**config.mk**
```make
export PLATFORM = sky130hd
export DESIGN_NAME = prbs_pattern_gen
export DESIGN_NICKNAME = d
export VERILOG_FILES = /design/src/rtl/prbs_gen_pkg.sv /design/src/rtl/prbs_gen_ctrl.sv /design/src/rtl/prbs_gen_datapath.sv /design/src/rtl/prbs_pattern_gen.sv
export SDC_FILE = /design/constraint.sdc
export NUM_CORES = 1
export LEC_CHECK = 0
export BUFFER_PORTS_ARGS = -buffer_cell sky130_fd_sc_hd__buf_2
export CAP_MARGIN = 30
export CORE_ASPECT_RATIO = 0.5
export CORE_MARGIN = 1.5
export CORE_UTILIZATION = 58
export CTS_CLUSTER_SIZE = 12
export DETAILED_ROUTE_END_ITERATION = 16
export PLACE_DENSITY = 0.9
export SYNTH_ARGS = -nofsm -noshare
export SYNTH_HDL_FRONTEND = slang
export SYNTH_SLANG_ARGS = --single-unit
```
**constraint.sdc**
```tcl
create_clock -name clk -period 2.9 [get_ports clk]
set_clock_uncertainty 0.2 [all_clocks]
set_input_delay 0.145 -clock clk [delete_from_list [all_inputs] [get_ports clk]]
set_output_delay 0.145 -clock clk [all_outputs]
set_load 0.01 [all_outputs]
```
**src/rtl/prbs_gen_pkg.sv**
```systemverilog
package prbs_gen_pkg;
  typedef struct packed {
    logic load;     // copy seed into the shift register
    logic advance;  // send one bit and step the sequence
    logic flip;     // invert the bit sent this cycle
  } genStrobes_t;
endpackage

```
**src/rtl/prbs_gen_ctrl.sv**
```systemverilog
module prbs_gen_ctrl #(
  parameter int NUM_DECADES = 7,
  localparam int RATE_W = $clog2(NUM_DECADES + 1)
) (
  input  logic clk,
  input  logic rstN,
  input  logic txHold,
  input  logic loadReq,
  input  logic [RATE_W-1:0] errRate,
  input  logic errSingle,
  output prbs_gen_pkg::genStrobes_t strobes
);
  logic loadSeen, loadPrev, singlePend, rateHit;
  logic [3:0] digit [NUM_DECADES];
  logic [NUM_DECADES:0] carry;
  logic [NUM_DECADES:0] nineUpTo;

  always_ff @(posedge clk or negedge rstN) begin
    if (!rstN) begin
      loadSeen <= 1'b0;
      loadPrev <= 1'b0;
      singlePend <= 1'b0;
    end else begin
      loadSeen <= loadReq;
      loadPrev <= loadSeen;
      if (strobes.advance) singlePend <= 1'b0;
      else if (errSingle) singlePend <= 1'b1;
    end
  end

  assign carry[0] = strobes.advance;
  assign nineUpTo[0] = 1'b1;

  for (genvar d = 0; d < NUM_DECADES; d++) begin : g_decade
    assign carry[d+1] = carry[d] & (digit[d] == 4'd9);
    assign nineUpTo[d+1] = nineUpTo[d] & (digit[d] == 4'd9);
    always_ff @(posedge clk or negedge rstN) begin
      if (!rstN) digit[d] <= 4'd0;
      else if (strobes.load) digit[d] <= 4'd0;
      else if (carry[d]) digit[d] <= (digit[d] == 4'd9) ? 4'd0 : digit[d] + 4'd1;
    end
    a_r8_digit_range: assert property (@(posedge clk) disable iff (!rstN)
      digit[d] <= 4'd9);
  end

  assign rateHit = (errRate != '0) && (int'(errRate) <= NUM_DECADES) && nineUpTo[errRate];

  always_comb begin
    strobes.load = loadSeen & ~loadPrev;
    strobes.advance = ~txHold;
    strobes.flip = ~txHold & (singlePend | errSingle | rateHit);
  end

  a_r10_load_one_pulse: assert property (@(posedge clk) disable iff (!rstN)
    strobes.load |=> !strobes.load);
  a_r7_single_consumed: assert property (@(posedge clk) disable iff (!rstN)
    (singlePend && strobes.advance) |=> !singlePend);
  a_r9_flip_on_sent_bit: assert property (@(posedge clk) disable iff (!rstN)
    strobes.flip |-> strobes.advance);
endmodule

```
**src/rtl/prbs_gen_datapath.sv**
```systemverilog
module prbs_gen_datapath #(
  parameter int WIDTH = 32,
  localparam int LEN_W = $clog2(WIDTH)
) (
  input  logic clk,
  input  logic rstN,
  input  prbs_gen_pkg::genStrobes_t strobes,
  input  logic repMode,
  input  logic [LEN_W-1:0] patLen,
  input  logic [LEN_W-1:0] tapSel,
  input  logic tapEn,
  input  logic [WIDTH-1:0] seedWord,
  output logic dataOut
);
  logic [WIDTH-1:0] shiftReg;
  logic headBit, feedback;

  assign headBit = shiftReg[patLen];
  assign feedback = headBit ^ (tapEn & ~repMode & shiftReg[tapSel]);

  always_ff @(posedge clk or negedge rstN) begin
    if (!rstN) begin
      shiftReg <= '0;
      dataOut <= 1'b0;
    end else begin
      if (strobes.load) shiftReg <= repMode ? seedWord : '1;
      else if (strobes.advance) shiftReg <= {shiftReg[WIDTH-2:0], feedback};
      if (strobes.advance) dataOut <= headBit ^ strobes.flip;
    end
  end

  a_r3_hold_keeps_bit: assert property (@(posedge clk) disable iff (!rstN)
    !strobes.advance |=> $stable(dataOut));
  a_r3_hold_keeps_state: assert property (@(posedge clk) disable iff (!rstN)
    (!strobes.advance && !strobes.load) |=> $stable(shiftReg));
endmodule

```
**src/rtl/prbs_pattern_gen.sv**
```systemverilog
module prbs_pattern_gen #(
  parameter int WIDTH = 32,
  parameter int NUM_DECADES = 7,
  localparam int LEN_W = $clog2(WIDTH),
  localparam int RATE_W = $clog2(NUM_DECADES + 1)
) (
  input  logic clk,
  input  logic rstN,
  input  logic txHold,
  input  logic loadPin,
  input  logic loadBit,
  input  logic repMode,
  input  logic [LEN_W-1:0] patLen,
  input  logic [LEN_W-1:0] tapSel,
  input  logic tapEn,
  input  logic [WIDTH-1:0] seedWord,
  input  logic [RATE_W-1:0] errRate,
  input  logic errSingle,
  output logic dataOut
);
  prbs_gen_pkg::genStrobes_t strobes;

  prbs_gen_ctrl #(.NUM_DECADES(NUM_DECADES)) i_ctrl (
    .clk(clk), .rstN(rstN), .txHold(txHold), .loadReq(loadPin | loadBit),
    .errRate(errRate), .errSingle(errSingle), .strobes(strobes)
  );

  prbs_gen_datapath #(.WIDTH(WIDTH)) i_datapath (
    .clk(clk), .rstN(rstN), .strobes(strobes), .repMode(repMode),
    .patLen(patLen), .tapSel(tapSel), .tapEn(tapEn), .seedWord(seedWord),
    .dataOut(dataOut)
  );
endmodule

```
Word level (Yosys, flattened, before mapping)

Cells that the tools add are included.
Widths: inputs -> output; s select.

Register bits: 64
Output and inout bits: 1
Bits of input ports: 53
Word-level logic and storage cells: 95

Multiplexer cells: 32
Bitwise logic cells: 24
Add/sub/neg operators: 7
$lt $le $gt $ge: 3
Reductions and logical operators: 8
Equal/unequal tests: 9

Operators by type and width:

| kind                | count |
|---|---|
| $mux 32             | 3 |
| $mux 4              | 21 |
| $add 4x1->4 const B | 7 |
| $eq 4x4->1 const B  | 7 |
| $and 1x1->1         | 16 |
| $lt 5x6->1 const B  | 2 |
| $reduce_bool 2->1   | 6 |
| $bmux 1 s5          | 2 |
| $mux 1              | 5 |
| $lt 3x4->1 const B  | 1 |
| $ne 2x1->1 const B  | 2 |
| $bmux 1 s3          | 1 |
| $not 1->1           | 3 |
| $or 1x1->1          | 3 |
| $reduce_bool 3->1   | 1 |
| $xor 1x1->1         | 2 |
| $logic_and 1x1->1   | 1 |

Depth between registers and ports, before layout

Gate-level depths: netlist (run 1).

Word-level depth: 13
Gate-level depth with buffers: 9
Mapped depth without buffers: 8

Hierarchy

Synthesis (run 1) repeated with hierarchy kept, for this count alone.

Cell total of the unflattened synthesis: 391
Area total of the unflattened synthesis: 4037.6 um2

By module, submodules not included:

| module            | area an instance (um2) | instances | cells an instance | sequential area each (um2) |
|---|---|---|---|---|
| prbs_gen_datapath | 2190.9                 | 1         | 188               | 825.8 |
| prbs_gen_ctrl     | 1840.5                 | 1         | 202               | 775.7 |
| prbs_pattern_gen  | 6.3                    | 1         | 1                 | 0.0 |

Worst setup path after synthesis (run 1)

Ideal clock, no wire load.

Path type: reg-to-reg
Start: register i_ctrl.digit[21] (netlist bit)
End: register i_ctrl.digit[3] (netlist bit)
Setup time: 0.129 ns
Path slack: 0.733 ns
Required time: 2.571 ns
Stages on the path, launching flop included: 10
Path buffers: 1
Period minus slack after synthesis: 2.167 ns
Data arrival time: 1.839 ns
Cells stage by stage: dfrtp_1 -> inv_1 -> ha_1 -> and3b_1 -> clkbuf_1 -> nand4_1 -> o21ai_2 -> o21ai_0 -> o21ai_0 -> o31ai_1

Cells in the longest elaborated chain, start to end: 7

RTL lines:

| what                               | line                | RTL |
|---|---|---|
| from (decl)                        | prbs_gen_ctrl.sv:14 | `logic [3:0] digit [NUM_DECADES];` |
| from (signal, indexed assignment)  | prbs_gen_ctrl.sv:40 | `else if (carry[d]) digit[d] <= (digit[d] == 4'd9) ? 4'd0 : digit[d] + 4'd1;` |
| $eq 4x4->1                         | prbs_gen_ctrl.sv:35 | `assign carry[d+1] = carry[d] & (digit[d] == 4'd9);` |
| $and 1x1->1 (5 in a row)           | prbs_gen_ctrl.sv:35 |  |
| $reduce_bool 2->1 (no source line) | --                  |  |

No other way between the ends.
A chain may end at the register's enable or synchronous reset.

Worst setup path after layout (run 1)

Same ends and word-level chain as after synthesis.

==> metrics.csv, run 1 <==
metric;value;unit
status;finished, final reports clean;
htree_levels;3;
drt-initial-drc-count;303;
synth_ff_type;dfrtp_1;
multi_input_area;2300;um2
layout_min_cycle_time;2.43;ns
ys_types;51;
firstDrtPassIters;4;
clock_tree.buffer_depth;2;
route.detailed.drc;0;
routed_wl;10300;um
viasPerCell;6.15;
critPathLaunchType;flop;
p_leak;0.00219;uW
design.die.area;7530;um2
syn_area;4050;um2
final-hold-violation-count;0;
synth.avg_cell_area;9.94;um2
io_pins;54;
ant_nets;0;
cp_top_family;compound AO/OA/AOI/OAI gates;
hp-start;tapEn;
critical_path_required;2.92;ns
initial_core_util;60.3;%
ys_async_sr_fraction;100;%
arrival;2.45;ns
antenna_cells;0;
setup_viol;0;
layout-drive-gt1-share;18.6;%
end_kind;flop;
relSlewSlack;46.7;%
drv_slew;0;
worst_pin_slew;0.799;ns
worstHoldEndpoint;i_datapath.shiftReg[0]$_DFFE_PN0P_;
synth_seq_cells;64;
cts_tree;yes;
rsz0062_at_grt;false;
gp_congestion;0.856;
crit_buf_inv;1;
layout_commonest_cell;dfrtp_1;
fmax;0.412;GHz
critPathMaxFanout;7;
synth_fp_nets;475;
ys.warnings.count;0;
synth_cells;408;
cts.sinks;64;
fillers;428;
clockRootBuffer;clkbuf_16;
critPathKind;reg2reg;
cpMostUsedCell;o21ai_0;
cts_made_buffers;9;
powerDensity;552;nW/um2
max-cap-violations;0;
max_stage_delay;0.41;ns
r2r-end;i_ctrl.digit[3]$_DFFE_PN0P_;
antenna_found_initial;0;
finalCritPeriodShare;83.7;%
rrSetupSlack;0.47;ns
portBuffers;53;
die_y;62.1;um
core_area;6730;um2
grt_pass1_vias;3475;
fin_total_pwr;2790;uW
grt_pass1_wl;17100;um
layout_common_cells;64 x dfrtp_1, 53 x buf_2, 49 x a21oi_1, 45 x mux2i_1, 36 x dlygate4sd3_1;
reg2reg_from;i_ctrl.digit[21]$_DFFE_PN0P_;
crit_path_cell_trace;inv_1 > ha_1 > and3b_1 > nand4_1 > o21ai_2 > o21ai_0 > o21ai_0 > o31ai_1;
syn2layout_area_growth;24.6;%
synth_edf_count;0;
worst_ir_drop_vdd;313;uV
grtUsageTotal;29.4;%
grt_max_degree;66;
fin_nets;557;
std_cell_rows;21;
dp_hpwl;6050;um
cpMaxStageDelayCell;dfrtp_1;
tns;0;ns
reg2reg_depth;8;
fin_area;5050;um2
clock_latency;0.34;ns
startpoint;i_ctrl.digit[21]$_DFFE_PN0P_;
postCtsSetupBuffers;0;
die_width;121;um
seqCellArea;1600;um2
seq_area_frac_synth;39.5;%
hold_depth;5;
vias;3609;
routedWlPerCell;17.6;um
overflow;0;
clk_pin_slew;0.06;ns
placed_area;4360;um2
min_path_type;in2reg;
## per-stage QoR
step | cells | utilization, % | hold slack [ns] | setup slack [ns]
after global routing | 587 | 75.1 | 0.187 | 0.235
final | 587 | 75.1 | 0.186 | 0.471
after global placement | 535 | 64.8 | 0.134 | 0.624
after detailed placement | 535 | 64.8 | 0.138 | 0.454
after CTS | 587 | 75.1 | 0.170 | 0.472
after floorplan | 408 | - | -0.351 | 0.733
## power by group
part           internal (uW)  leakage, uW  total, uW  switching (uW)
Clock                    778     0.000155       1190             411
Combinational            248      0.00128        486             238
Sequential               993     0.000756       1110             120
Total                   2020      0.00219       2790             769
## tightest hold or removal path, cell delays in order
cell and delay [ns]:
buf_2 0.09, nor2b_1 0.12, o211ai_1 0.12, mux2_2 0.17
nor2_1 0.04
## routing by layer
layer  GRT usage (%)  up-vias  wire length (um)
met1            38.0     1783              4480
met5               0        -                 0
li1                -     1656                 -
met3            9.56       29               666
met2            46.1      141              4900
met4            11.8        0               288
## cell usage after synthesis (5+ instances only)
cell / number / share of area, %
a21oi_1: 49 / 6.0
nand3_1: 13 / 1.6
and3b_1: 5 / 1.1
clkbuf_1: 12 / 1.1
inv_1: 11 / 1.0
nor2_1: 27 / 2.5
dfrtp_1: 64 / 40
nand3b_1: 6 / 1.1
nor3_1: 9 / 1.1
buf_2: 5 / 0.62
mux4_2: 7 / 3.9
o21ai_0: 11 / 1.4
nand4_1: 5 / 0.77
mux2i_1: 45 / 11
ha_1: 14 / 4.3
o31ai_1: 5 / 0.93
nor3b_1: 32 / 5.9
xor2_1: 6 / 1.3
nand2_1: 24 / 2.2
## registers in the layout (all words and copies together) (netlist names)
| name | cells |
|---|---|
| i_ctrl.digit | 28 |
| i_datapath.shiftReg | 32 |
| i_ctrl.singlePend | 1 |
| i_ctrl.loadSeen | 1 |
| i_ctrl.loadPrev | 1 |
| i_datapath.dataOut | 1 |
## logic make-up after synthesis
group,share of synthesized area [%]
simple gates,21.4
compound gates,12.1
fa+ha+maj,4.32
flops,39.5
mux,16.9
xor+xnor,1.94
buf+inv,3.89
## cell type report
cell class / count / area share [%]
inverter: 11 / 0.818
timing repair buffer: 94 / 13.1
multi-input combinational: 310 / 45.5
clock inverter: 6 / 1.83
tap: 92 / 2.28
sequential: 64 / 31.7
clock buffer: 10 / 4.73
## how the worst max path moves through the flow
stage / end / slack (ns) / depth (start not counted)
after detailed placement: i_ctrl.digit[3]$_DFFE_PN0P_ / 0.45 / 8
after CTS: i_ctrl.digit[3]$_DFFE_PN0P_ / 0.47 / 8
after global placement: i_ctrl.digit[3]$_DFFE_PN0P_ / 0.62 / 8
final: i_ctrl.digit[3]$_DFFE_PN0P_ / 0.47 / 8
after floorplan: i_ctrl.digit[3]$_DFFE_PN0P_ / 0.73 / 9
after global routing: i_ctrl.digit[3]$_DFFE_PN0P_ / 0.24 / 8
## what timing repair did
item,CTS,global route
hold buffers,36,0
endpoints found under the hold margin,99,0
gates resized for setup,0,0
Power figures use the tool's default switching activity.
==> run 2, diff against run 1 <==
Settings changed: CORE_UTILIZATION 58 to 53, PLACE_DENSITY 0.9 to 0.87.
Clock period 2.9 ns to 2 ns, I/O delays scaled along.
==> run 2 against run 1 <==
- worst hold slack worse by 0.11 ns
- largest power group unchanged
- the run now ends with setup timing left
- clock-buffer cell count up 3
- non-clock buffer count grew 62
- worst setup slack got worse by 0.63 ns
- combinational power grew 120%
- global-route usage up 2.3 points
- first-iteration DRC count up 68%
- largest cell class unchanged
- sequential share of layout area down 3.4 points
==> metrics.csv, run 2 (synthesis results as in run 1) <==
metric;value;unit
final-hold-violation-count;0;
gp_congestion;0.851;
grt_pass1_vias;3983;
powerDensity;756;nW/um2
min_path_type;in2reg;
grt_max_degree;65;
clock_tree.buffer_depth;2;
routedWlPerCell;20.8;um
fmax;0.464;GHz
worst_pin_slew;0.648;ns
cts_tree;yes;
clk_pin_slew;0.06;ns
seqCellArea;1600;um2
critPathLaunchType;flop;
vias;4175;
tns;-0.647;ns
dp_hpwl;6970;um
std_cell_rows;22;
relSlewSlack;56.8;%
ant_nets;0;
cts.sinks;64;
status;finished, violations left;
max_stage_delay;0.49;ns
cpMaxStageDelayCell;mux4_2;
busiest_layer;met2;
core_area;7380;um2
met2_usage;53.7;%
max-cap-violations;0;
critical_path_required;2.07;ns
worst_ir_drop_vdd;444;uV
setup_viol;9;
route.detailed.drc;0;
grtUsageMet1;37.6;%
die_y;64.8;um
end_kind;flop;
layout_common_cells;64 x dfrtp_1, 62 x buf_4, 53 x buf_2, 47 x a21oi_1, 45 x mux2i_1;
critPathMaxFanout;3;
grtUsageTotal;31.6;%
finalCritPeriodShare;108;%
drt-initial-drc-count;509;
clockRootBuffer;clkbuf_16;
design.die.area;8210;um2
top_regs;i_datapath.shiftReg x32, i_ctrl.digit x28;
layout_commonest_cell;dfrtp_1;
firstDrtPassIters;5;
clock_latency;0.35;ns
violations;setup timing;
grtUsageMet3;8.84;%
rsz0062_at_grt;true;
die_width;127;um
antenna_found_initial;1;
initial_core_util;55.0;%
fin_total_pwr;4270;uW
multi_input_area;2400;um2
layout_min_cycle_time;2.15;ns
largest_register_ffs;32;
p_leak;0.00251;uW
critPathKind;reg2reg;
regMostFlops;i_datapath.shiftReg;
fin_ws;-0.154;ns
routed_wl;13600;um
grt_pass1_wl;19900;um
drv_slew;0;
fillers;431;
layout-drive-gt1-share;31.4;%
cts_made_buffers;9;
portBuffers;53;
overflow;0;
viasPerCell;6.38;
htree_levels;3;
io_pins;54;
arrival;2.23;ns
fin_nets;619;
syn2layout_area_growth;39.4;%
crit_path_cell_trace;mux4_2 > nand3_1 > nand4_1 > o211ai_1 > mux2_4 > nor2_2;
-- run 2: cell types whose count changed in the layout (fill, tap and decap cells not counted), moves of 3 or more --
cell     delta
buf_12      +4
buf_4      +57
and3b_1     -3
o21ai_1     +4
o21ai_4     +3
o21ai_0     -7
nand2_2     +3
nand2_1     -3
and3b_2     +3
-- run 2: worst max-delay path: cells and delay by family (launching register included) --
kind	cells	cell delay, ns
mux	2	0.84
flops	1	0.41
simple gates	3	0.30
compound gates	1	0.33
-- run 2: worst paths after layout --
path | startpoint | end | slack (ns) | depth (start not counted)
max | i_datapath.shiftReg[31]$_DFFE_PN0P_ | i_datapath.shiftReg[0]$_DFFE_PN0P_ | -0.15 | 6
min | repMode | i_datapath.shiftReg[2]$_DFFE_PN0P_ | 0.07 | 3
max reg2reg | i_datapath.shiftReg[31]$_DFFE_PN0P_ | i_datapath.shiftReg[0]$_DFFE_PN0P_ | -0.15 | 6
min reg2reg | i_ctrl.loadSeen$_DFF_PN0_ | i_ctrl.loadPrev$_DFF_PN0_ | 0.21 | 0
max in group asynchronous | rstN | i_datapath.shiftReg[12]$_DFFE_PN0P_ | 1.21 | 3
min in group asynchronous | rstN | i_ctrl.digit[12]$_DFFE_PN0P_ | 0.10 | 3
-- run 2: routing by layer --
| layer | part of all wire [%] | up-vias |
|---|---|---|
| met4 | 5.3 | 0 |
| met5 | 0 | - |
| met2 | 47 | 309 |
| met3 | 8.9 | 78 |
| li1 | - | 1780 |
| met1 | 39 | 2008 |
-- run 2: what timing repair did --
item,in CTS,in global routing
gates resized for setup,10,24
hold buffers,36,0
setup buffers,1,11
pin swaps,8,16
endpoints found under the setup margin,11,17
endpoints found under the hold margin,99,0
-- run 2: report_power, final --
part / leakage, uW / switching, uW / internal [uW]
registers: 0.000756 / 144 / 1440
clock network: 0.000150 / 588 / 1030
logic: 0.00160 / 523 / 548
total: 0.00251 / 1250 / 3020
-- run 2: area by class of cell --
| cell class | count | share of cell area [%] |
|---|---|---|
| Antenna cell | 1 | 0.0443 |
| Clock buffer | 13 | 4.60 |
| Clock inverter | 3 | 0.708 |
| Inverter | 11 | 0.730 |
| Multi-Input combinational cell | 310 | 42.5 |
| Sequential cell | 64 | 28.3 |
| Tap cell | 96 | 2.12 |
| Timing Repair Buffer | 156 | 20.9 |
-- run 2: per-stage QoR --
stage               instance area, um2  instances  util [%]  hold slack, ns  setup slack (ns)
floorplan                         4060        408         -          -0.396           -0.0419
global placement                  4800        590      65.1         -0.0632           -0.0236
detailed placement                4800        590      65.1         -0.0587            -0.161
CTS                               5500        643      74.5          0.0303           -0.0794
global route                      5650        654      76.6          0.0908            -0.201
finish                            5650        654      76.6          0.0742            -0.154
